==> config.mk <==
export PLATFORM = sky130hd
export DESIGN_NAME = fetch_addr_unit
export DESIGN_NICKNAME = d
export VERILOG_FILES = /design/src/rtl/fau_pkg.sv /design/src/rtl/fau_take_eval.sv /design/src/rtl/fau_next_sel.sv /design/src/rtl/fau_addr_reg.sv /design/src/rtl/fetch_addr_unit.sv
export SDC_FILE = /design/constraint.sdc
export NUM_CORES = 1
export LEC_CHECK = 0
export BUFFER_PORTS_ARGS = -buffer_cell sky130_fd_sc_hd__buf_4
export CAP_MARGIN = 20
export CORE_ASPECT_RATIO = 1.4
export CORE_MARGIN = 10
export CORE_UTILIZATION = 30
export CTS_CLUSTER_SIZE = 28
export DETAILED_ROUTE_END_ITERATION = 7
export GPL_TIMING_DRIVEN = 1
export HOLD_SLACK_MARGIN = 0.02
export PLACE_DENSITY = 0.52
export SYNTH_ARGS = -nofsm -noshare
export SYNTH_HDL_FRONTEND = slang
export SYNTH_HIERARCHICAL = 1
export SYNTH_SLANG_ARGS = --single-unit
==> constraint.sdc <==
create_clock -name clk -period 4.1 [get_ports clk]
set_input_delay 0.205 -clock clk [delete_from_list [all_inputs] [get_ports clk]]
set_output_delay 0.205 -clock clk [all_outputs]
set_load 0.05 [all_outputs]
==> src/rtl/fau_pkg.sv <==
package fau_pkg;

    // Width of an instruction word.
    localparam int unsigned INSTR_W = 16;

    // Format tag value in the two low bits that marks a conditional branch.
    localparam logic [1:0] FMT_COND_BRANCH = 2'b10;

    // Bit range of the format tag, condition field and target field.
    localparam int unsigned FMT_LSB  = 0;
    localparam int unsigned COND_LSB = 2;
    localparam int unsigned TGT_LSB  = 4;
    localparam int unsigned TGT_W    = INSTR_W - TGT_LSB;

    // Encoding of the condition field.
    typedef enum logic [1:0] {
        SEL_EQ    = 2'b00,
        SEL_GT    = 2'b01,
        SEL_LT    = 2'b10,
        SEL_NEVER = 2'b11
    } cond_sel_e;

endpackage

==> src/rtl/fau_take_eval.sv <==
// Decides whether the current word is a taken conditional branch.
// Assumes the flags are already registered outside and stable for the cycle.
module fau_take_eval
    import fau_pkg::*;
(
    input  logic [1:0] fmt_tag,
    input  logic [1:0] cond_field,
    input  logic       flag_eq,
    input  logic       flag_gt,
    input  logic       flag_lt,
    output logic       take
);

    cond_sel_e sel;
    logic      flag_hit;

    assign sel = cond_sel_e'(cond_field);

    // Pick the one flag named by the condition field.
    always_comb begin
        unique case (sel)
            SEL_EQ:    flag_hit = flag_eq;
            SEL_GT:    flag_hit = flag_gt;
            SEL_LT:    flag_hit = flag_lt;
            default:   flag_hit = 1'b0;
        endcase
    end

    // A branch is taken only for the branch format with its flag set.
    always_comb begin
        take = (fmt_tag == FMT_COND_BRANCH) && flag_hit;
    end

endmodule

==> src/rtl/fau_next_sel.sv <==
// Forms the candidate next address: the zero-extended branch target or
// the sequential successor. Assumes ADDR_W is at least TGT_W.
module fau_next_sel #(
    parameter int unsigned ADDR_W = 16,
    parameter int unsigned TGT_W  = 12
) (
    input  logic [ADDR_W-1:0] cur_addr,
    input  logic [TGT_W-1:0]  tgt_field,
    input  logic              take,
    output logic [ADDR_W-1:0] next_addr
);

    localparam int unsigned PAD_W = ADDR_W - TGT_W;

    logic [ADDR_W-1:0] tgt_ext;
    logic [ADDR_W-1:0] seq_addr;

    // Zero-extend the target; no padding when the widths already match.
    generate
        if (PAD_W > 0) begin : g_pad
            assign tgt_ext = {{PAD_W{1'b0}}, tgt_field};
        end else begin : g_nopad
            assign tgt_ext = tgt_field;
        end
    endgenerate

    // Word-addressed successor, wrapping at the top of the address space.
    always_comb begin
        seq_addr = cur_addr + {{(ADDR_W-1){1'b0}}, 1'b1};
    end

    // Choose between the target and the successor.
    always_comb begin
        next_addr = take ? tgt_ext : seq_addr;
    end

endmodule

==> src/rtl/fau_addr_reg.sv <==
// Holds the fetch address. Synchronous active-low reset to zero;
// loads the candidate only on cycles with the advance strobe high.
module fau_addr_reg #(
    parameter int unsigned ADDR_W = 16
) (
    input  logic              clk,
    input  logic              rst_n,
    input  logic              load,
    input  logic [ADDR_W-1:0] next_addr,
    output logic [ADDR_W-1:0] addr_q
);

    // Address register update.
    always_ff @(posedge clk) begin
        if (!rst_n) begin
            addr_q <= '0;
        end else if (load) begin
            addr_q <= next_addr;
        end
    end

endmodule

==> src/rtl/fetch_addr_unit.sv <==
// Program counter with conditional-branch selection. Steps by one word or
// loads a 12-bit absolute target when a branch's selected flag is set.
// Assumes the word on instr_word belongs to the address on fetch_addr.
module fetch_addr_unit
    import fau_pkg::*;
#(
    parameter int unsigned ADDR_W = 16
) (
    input  logic                clk,
    input  logic                rst_n,
    input  logic                step_en,
    input  logic [INSTR_W-1:0]  instr_word,
    input  logic                cmp_eq,
    input  logic                cmp_gt,
    input  logic                cmp_lt,
    output logic [ADDR_W-1:0]   fetch_addr
);

    logic              take;
    logic [ADDR_W-1:0] next_addr;

    fau_take_eval u_eval (
        .fmt_tag    (instr_word[FMT_LSB+1:FMT_LSB]),
        .cond_field (instr_word[COND_LSB+1:COND_LSB]),
        .flag_eq    (cmp_eq),
        .flag_gt    (cmp_gt),
        .flag_lt    (cmp_lt),
        .take       (take)
    );

    fau_next_sel #(
        .ADDR_W (ADDR_W),
        .TGT_W  (TGT_W)
    ) u_next (
        .cur_addr  (fetch_addr),
        .tgt_field (instr_word[INSTR_W-1:TGT_LSB]),
        .take      (take),
        .next_addr (next_addr)
    );

    fau_addr_reg #(
        .ADDR_W (ADDR_W)
    ) u_reg (
        .clk       (clk),
        .rst_n     (rst_n),
        .load      (step_en),
        .next_addr (next_addr),
        .addr_q    (fetch_addr)
    );

endmodule

# Word level (Yosys, flattened, before mapping)

Cells that the tools add are included.

Bits in registers: 16
Bits of input ports: 22
Output and inout port bits: 16
Logic and storage cells: 9

Add/sub/neg operators: 1
Equality and inequality tests: 3
Muxes and demuxes: 2
Reduce and logical (&&, ||, !) cells: 2

Operator list:

| cell                                                | count |
|---|---|
| adder 16 x 1 -> 16 bit, second input constant       | 1 |
| 2-to-1 mux 16 bit                                   | 1 |
| equality test 2 bit, second input constant          | 2 |
| one-hot mux 1 bit (3 select lines)                  | 1 |
| equality test 2 x 1 -> 1 bit, second input constant | 1 |
| logical NOT 2 bit                                   | 1 |
| logical AND 1 bit                                   | 1 |

# Depth between registers and ports, before layout

Word-level depth: 4
Depth in mapped cells: 8
Gate-level depth less buffers: 7

# Modules after synthesis

The synthesis kept the hierarchy.

By module, submodules not included:

| module        | times used | cells an instance | area an instance (sq um) | sequential area each (sq um) |
|---|---|---|---|---|
| fau_addr_reg  | 1          | 51                | 615.6                    | 320.3 |
| fau_next_sel  | 1          | 74                | 460.4                    | 0.0 |
| fau_take_eval | 1          | 4                 | 33.8                     | 0.0 |

# Worst setup path after synthesis

OpenSTA, ideal clock, no wires.

Path kind: register to register
From: register u_reg.addr_q[0]
To: register u_reg.addr_q[14]
Library setup time: 0.118 ns
Arrival: 1.872 ns
Data required time: 3.982 ns
Path slack: 2.111 ns
Stages on the path, launching flop included: 8
Buffers on the path: 0
Period minus slack after synthesis: 1.989 ns
Cell sequence: dfxtp_1 > ha_1 > nand4_4 > nor4_2 > xnor2_1 > nor2_1 > mux2i_1 > nor2b_1

Longest elaborated chain between the ends: 2

Ends and longest elaborated chain:

| what                     | line                  | RTL |
|---|---|---|
| start: declaration       | fau_addr_reg.sv:10    | `output logic [ADDR_W-1:0] addr_q` |
| start signal: assignment | fau_addr_reg.sv:18    | `addr_q <= next_addr;` |
| adder 16 x 1 -> 16 bit   | fau_next_sel.sv:29    | `seq_addr = cur_addr + {{(ADDR_W-1){1'b0}}, 1'b1};` |
| 2-to-1 mux 16 bit        | fau_next_sel.sv:34    | `next_addr = take ? tgt_ext : seq_addr;` |
| named net next_addr[14]  | fetch_addr_unit.sv:20 | `logic [ADDR_W-1:0] next_addr;` |

The timed path passes the listed nets, and every way through them passes these cells.
A chain may end at the register's enable or synchronous reset.

# Worst setup path after layout

From: input port instr_word[0]
To: register u_reg.addr_q[1]

Longest elaborated chain between the ends: 3

Ends and longest elaborated chain:

| what                   | line                  | RTL |
|---|---|---|
| start: declaration     | fetch_addr_unit.sv:12 | `input logic [INSTR_W-1:0] instr_word,` |
| equality test 2 bit    | fau_take_eval.sv:31   | `take = (fmt_tag == FMT_COND_BRANCH) && flag_hit;` |
| logical AND 1 bit      | fau_take_eval.sv:31   |  |
| named net take         | fetch_addr_unit.sv:19 | `logic take;` |
| 2-to-1 mux 16 bit      | fau_next_sel.sv:34    |  |
| named net next_addr[1] | fetch_addr_unit.sv:20 |  |

The timed path passes the listed nets, and every way through them passes these cells.

==> results.txt <==
Antenna violations before repair: 0
H-tree depth: 1
Sequential area share after synthesis: 28.86%
Combinational Power Share: 19.0%
Hold Buf Count CTS: 0
Share of layout cells above drive strength 1: 29.45%
DRC: 0
Clk buf depth: 2
Setup_tns: 0 ns
RD Place Congestion: 0.6974
WHS Endpoint: u_reg/addr_q[4]$_SDFFE_PN0P_
CP Launch Type: input port
Row cnt: 26
Peak supply drop: 124.6 uV
P_int: 0.2575 mW
Grt total ovfl: 0
Final-report hold violation count: 0
Post-Syn Nets: 152
Fin. max-slew vios: 0
Post_cts resized: 0
Avg Cell Area, Syn: 8.603 um^2
TritonCTS Sinks: 16
Critical path's largest stage delay: 0.75 ns
Antenna viol nets, final: 0
First-pass GRT wire length: 4629 um
Net Sw Frac: 27.39%
Post-CTS Setup Inserts: 0
Run status: finished clean
Io pins: 38
Synthesis Warnings: 6
Fmax: 526.4 MHz
CTS buffer count: 3
Flop pwr share: 47.3%
Post-synth top cells: 17 x mux2i_1, 16 x dfxtp_1, 16 x nor2b_1, 15 x nand2_1, 11 x xnor2_1
Critical-path cell list: buf_4 > or3b_1 > o22ai_2 > mux2_2 > mux2i_1 > nor2b_1
Hold wc startpoint: rst_n
Vias in the first global route: 988
Power per cell area: 246.1 mW/mm^2
Crit Path Category: in -> reg
Reg2Reg Setup Slack: 2.34 ns
RSZ-0062 raised after global routing: false
Ys flop type: dfxtp_1
Top Registers: u_reg/addr_q x16
Worst Path Max Fanout: 27
Clock transition at the registers of the reported paths: 0.07 ns
Most common cell in the synthesized netlist: mux2i_1
Clk pwr share: 33.8%
R2R Path Start: u_reg/addr_q[0]$_SDFFE_PN0P_
CTS tree: built
Worst skew pair latency: 0.25 ns
Clock root buffer: clkbuf_8
Final worst path period share: 46.33%
Routed len/inst: 13.07 um
Most area-consuming cells after synthesis: dfxtp_1 29%, mux2i_1 15%, nor2b_1 9.0%, xnor2_1 8.7%, nand2_1 5.1%
Total Routing Usage GR: 8.321%
Slew HR: 36.89%
Via count: 975
Die width: 71.41 um
Initial Util: 30.73%
Final setup viols: 0
Core ar.: 0.003611 mm^2
Die Y: 91.97 um
CP top delay family: compound AO/OA/AOI/OAI gates
DR vias/cell: 4.756
Critical path capture point type: flip-flop
Number of buffers and inverters on the critical path: 1
N_diodes: 0
DR iter-0 viols: 26
Leakage power: 0.5678 nW
Layout area overhead: 29.88%
Synth Cell Area: 0.001110 mm^2
Final wirelength: 2680 um
Post-synth EDFFs: 0
Hold Crit Depth: 2
Data required time of the critical path: 4.25 ns
Fin crit period: 1.900 ns
Buffers on Ports: 37
Fin nets: 188
Synth Instances: 129
Largest net degree at the start of global routing: 28
Cell taking the most area after synthesis: dfxtp_1
Hold Path Class: in -> reg
Largest register FFs: 16
Yosys reg bits: 16
Largest register by flop count: u_reg/addr_q
FFs w/ async S/R, synth: 0%
Total iterations of the first detailed-routing run: 4
Final Util: 39.92%
FF-to-FF End: u_reg/addr_q[12]$_SDFFE_PN0P_
Worst Tran Pin Value: 0.9466 ns
Cell variety after synth: 26
DIE AREA: 0.006567 mm^2
Worst path slowest cell: o22ai_2
Synth top area share: 28.86%
HPWL Detailed: 2091 um
CP Data Arrival Time: 2.05 ns
Max Clock Skew: 0.004880 ns
Max_cap viols: 0
P_sw: 0.09716 mW
Reg2reg path depth: 7
placed cells by master, fill, tap and decap left out:
| cell | netlist | routed |
|---|---|---|
| nand3_2 | 1 | 1 |
| inv_1 | 4 | 4 |
| nand4_1 | 1 | 1 |
| o22ai_2 | 0 | 1 |
| o21ai_1 | 1 | 1 |
| mux2i_1 | 17 | 17 |
| nor2_1 | 7 | 7 |
| nand4_4 | 2 | 2 |
| nor4_2 | 3 | 3 |
| nand2_1 | 15 | 15 |
| a21o_1 | 1 | 1 |
| nand4b_1 | 1 | 1 |
| xor2_1 | 2 | 2 |
| xnor2_1 | 11 | 11 |
| a21oi_1 | 1 | 1 |
| ha_1 | 1 | 1 |
| mux2_2 | 1 | 1 |
| o21ai_0 | 10 | 10 |
| dfxtp_1 | 16 | 16 |
| or3b_1 | 1 | 1 |
| buf_4 | 0 | 37 |
| clkbuf_8 | 0 | 3 |
| nand3_1 | 6 | 6 |
| nor3_1 | 4 | 4 |
| nor2b_1 | 16 | 16 |
cells by family (layout without fill, tap and decap cells):
group / Yosys count / in the layout / share of synthesized area (%)
buffers and inverters: 10 / 44 / 5.523
AO/OA/AOI/OAI: 14 / 14 / 6.652
XOR/XNOR: 13 / 13 / 10.26
multiplexers: 18 / 18 / 16.35
AND/OR/NAND/NOR: 57 / 57 / 31.23
adder cells (fa/ha/maj): 1 / 1 / 1.127
flip-flops: 16 / 16 / 28.86
layout make-up:
cell class	instances	area (um^2)
clock buffer	3	41.29
fill	404	2170
inverter	4	15.01
multi-input combinational	103	734.5
sequential	16	320.3
tap	42	52.55
timing repair buffer	37	277.8
per-stage QoR:
| step | setup WS, ns | area (um^2) | hold slack [ns] | std cells | total power, mW |
|---|---|---|---|---|---|
| final | 2.200 | 1441 | 0.2886 | 205 | 0.3547 |
| after detailed placement | 1.922 | 1400 | 0.5348 | 202 | 0.2397 |
| after global routing | 2.009 | 1441 | 0.3082 | 205 | 0.3731 |
| after global placement | 1.959 | 1400 | 0.5338 | 202 | 0.2388 |
| after CTS | 2.184 | 1441 | 0.2972 | 205 | 0.3610 |
| after floorplan | 2.111 | 1110 | 0.3332 | 129 | 0.2140 |
per-layer routing:
| layer | GRT usage, % | share of wire (%) | vias to the layer above |
|---|---|---|---|
| met4 | 2.913 | 0.86 | 0 |
| li1 | - | - | 508 |
| met1 | 9.606 | 43 | 444 |
| met5 | 0 | 0 | - |
| met2 | 13.86 | 51 | 21 |
| met3 | 2.697 | 5.4 | 2 |
power by group through the flow:
stage | clock [mW] | combinational [mW] | sequential, mW
5_1_grt | 0.130 | 0.0741 | 0.169
2_1_floorplan | 0 | 0.0298 | 0.184
3_5_place_dp | 0 | 0.0684 | 0.171
6_report | 0.120 | 0.0673 | 0.168
4_1_cts | 0.125 | 0.0685 | 0.168
3_3_place_gp | 0 | 0.0676 | 0.171
how the worst max path moves through the flow:
stage / from / end / slack (ns) / cells after the start
2_1_floorplan: u_reg/addr_q[0]$_SDFFE_PN0P_ / u_reg/addr_q[14]$_SDFFE_PN0P_ / 2.11 / 7
3_3_place_gp: instr_word[0] / u_reg/addr_q[1]$_SDFFE_PN0P_ / 1.96 / 6
3_5_place_dp: instr_word[0] / u_reg/addr_q[1]$_SDFFE_PN0P_ / 1.92 / 6
4_1_cts: instr_word[0] / u_reg/addr_q[1]$_SDFFE_PN0P_ / 2.18 / 6
5_1_grt: instr_word[0] / u_reg/addr_q[1]$_SDFFE_PN0P_ / 2.01 / 6
6_report: instr_word[0] / u_reg/addr_q[1]$_SDFFE_PN0P_ / 2.20 / 6
No activity file was read; power rests on OpenSTA's default activity.
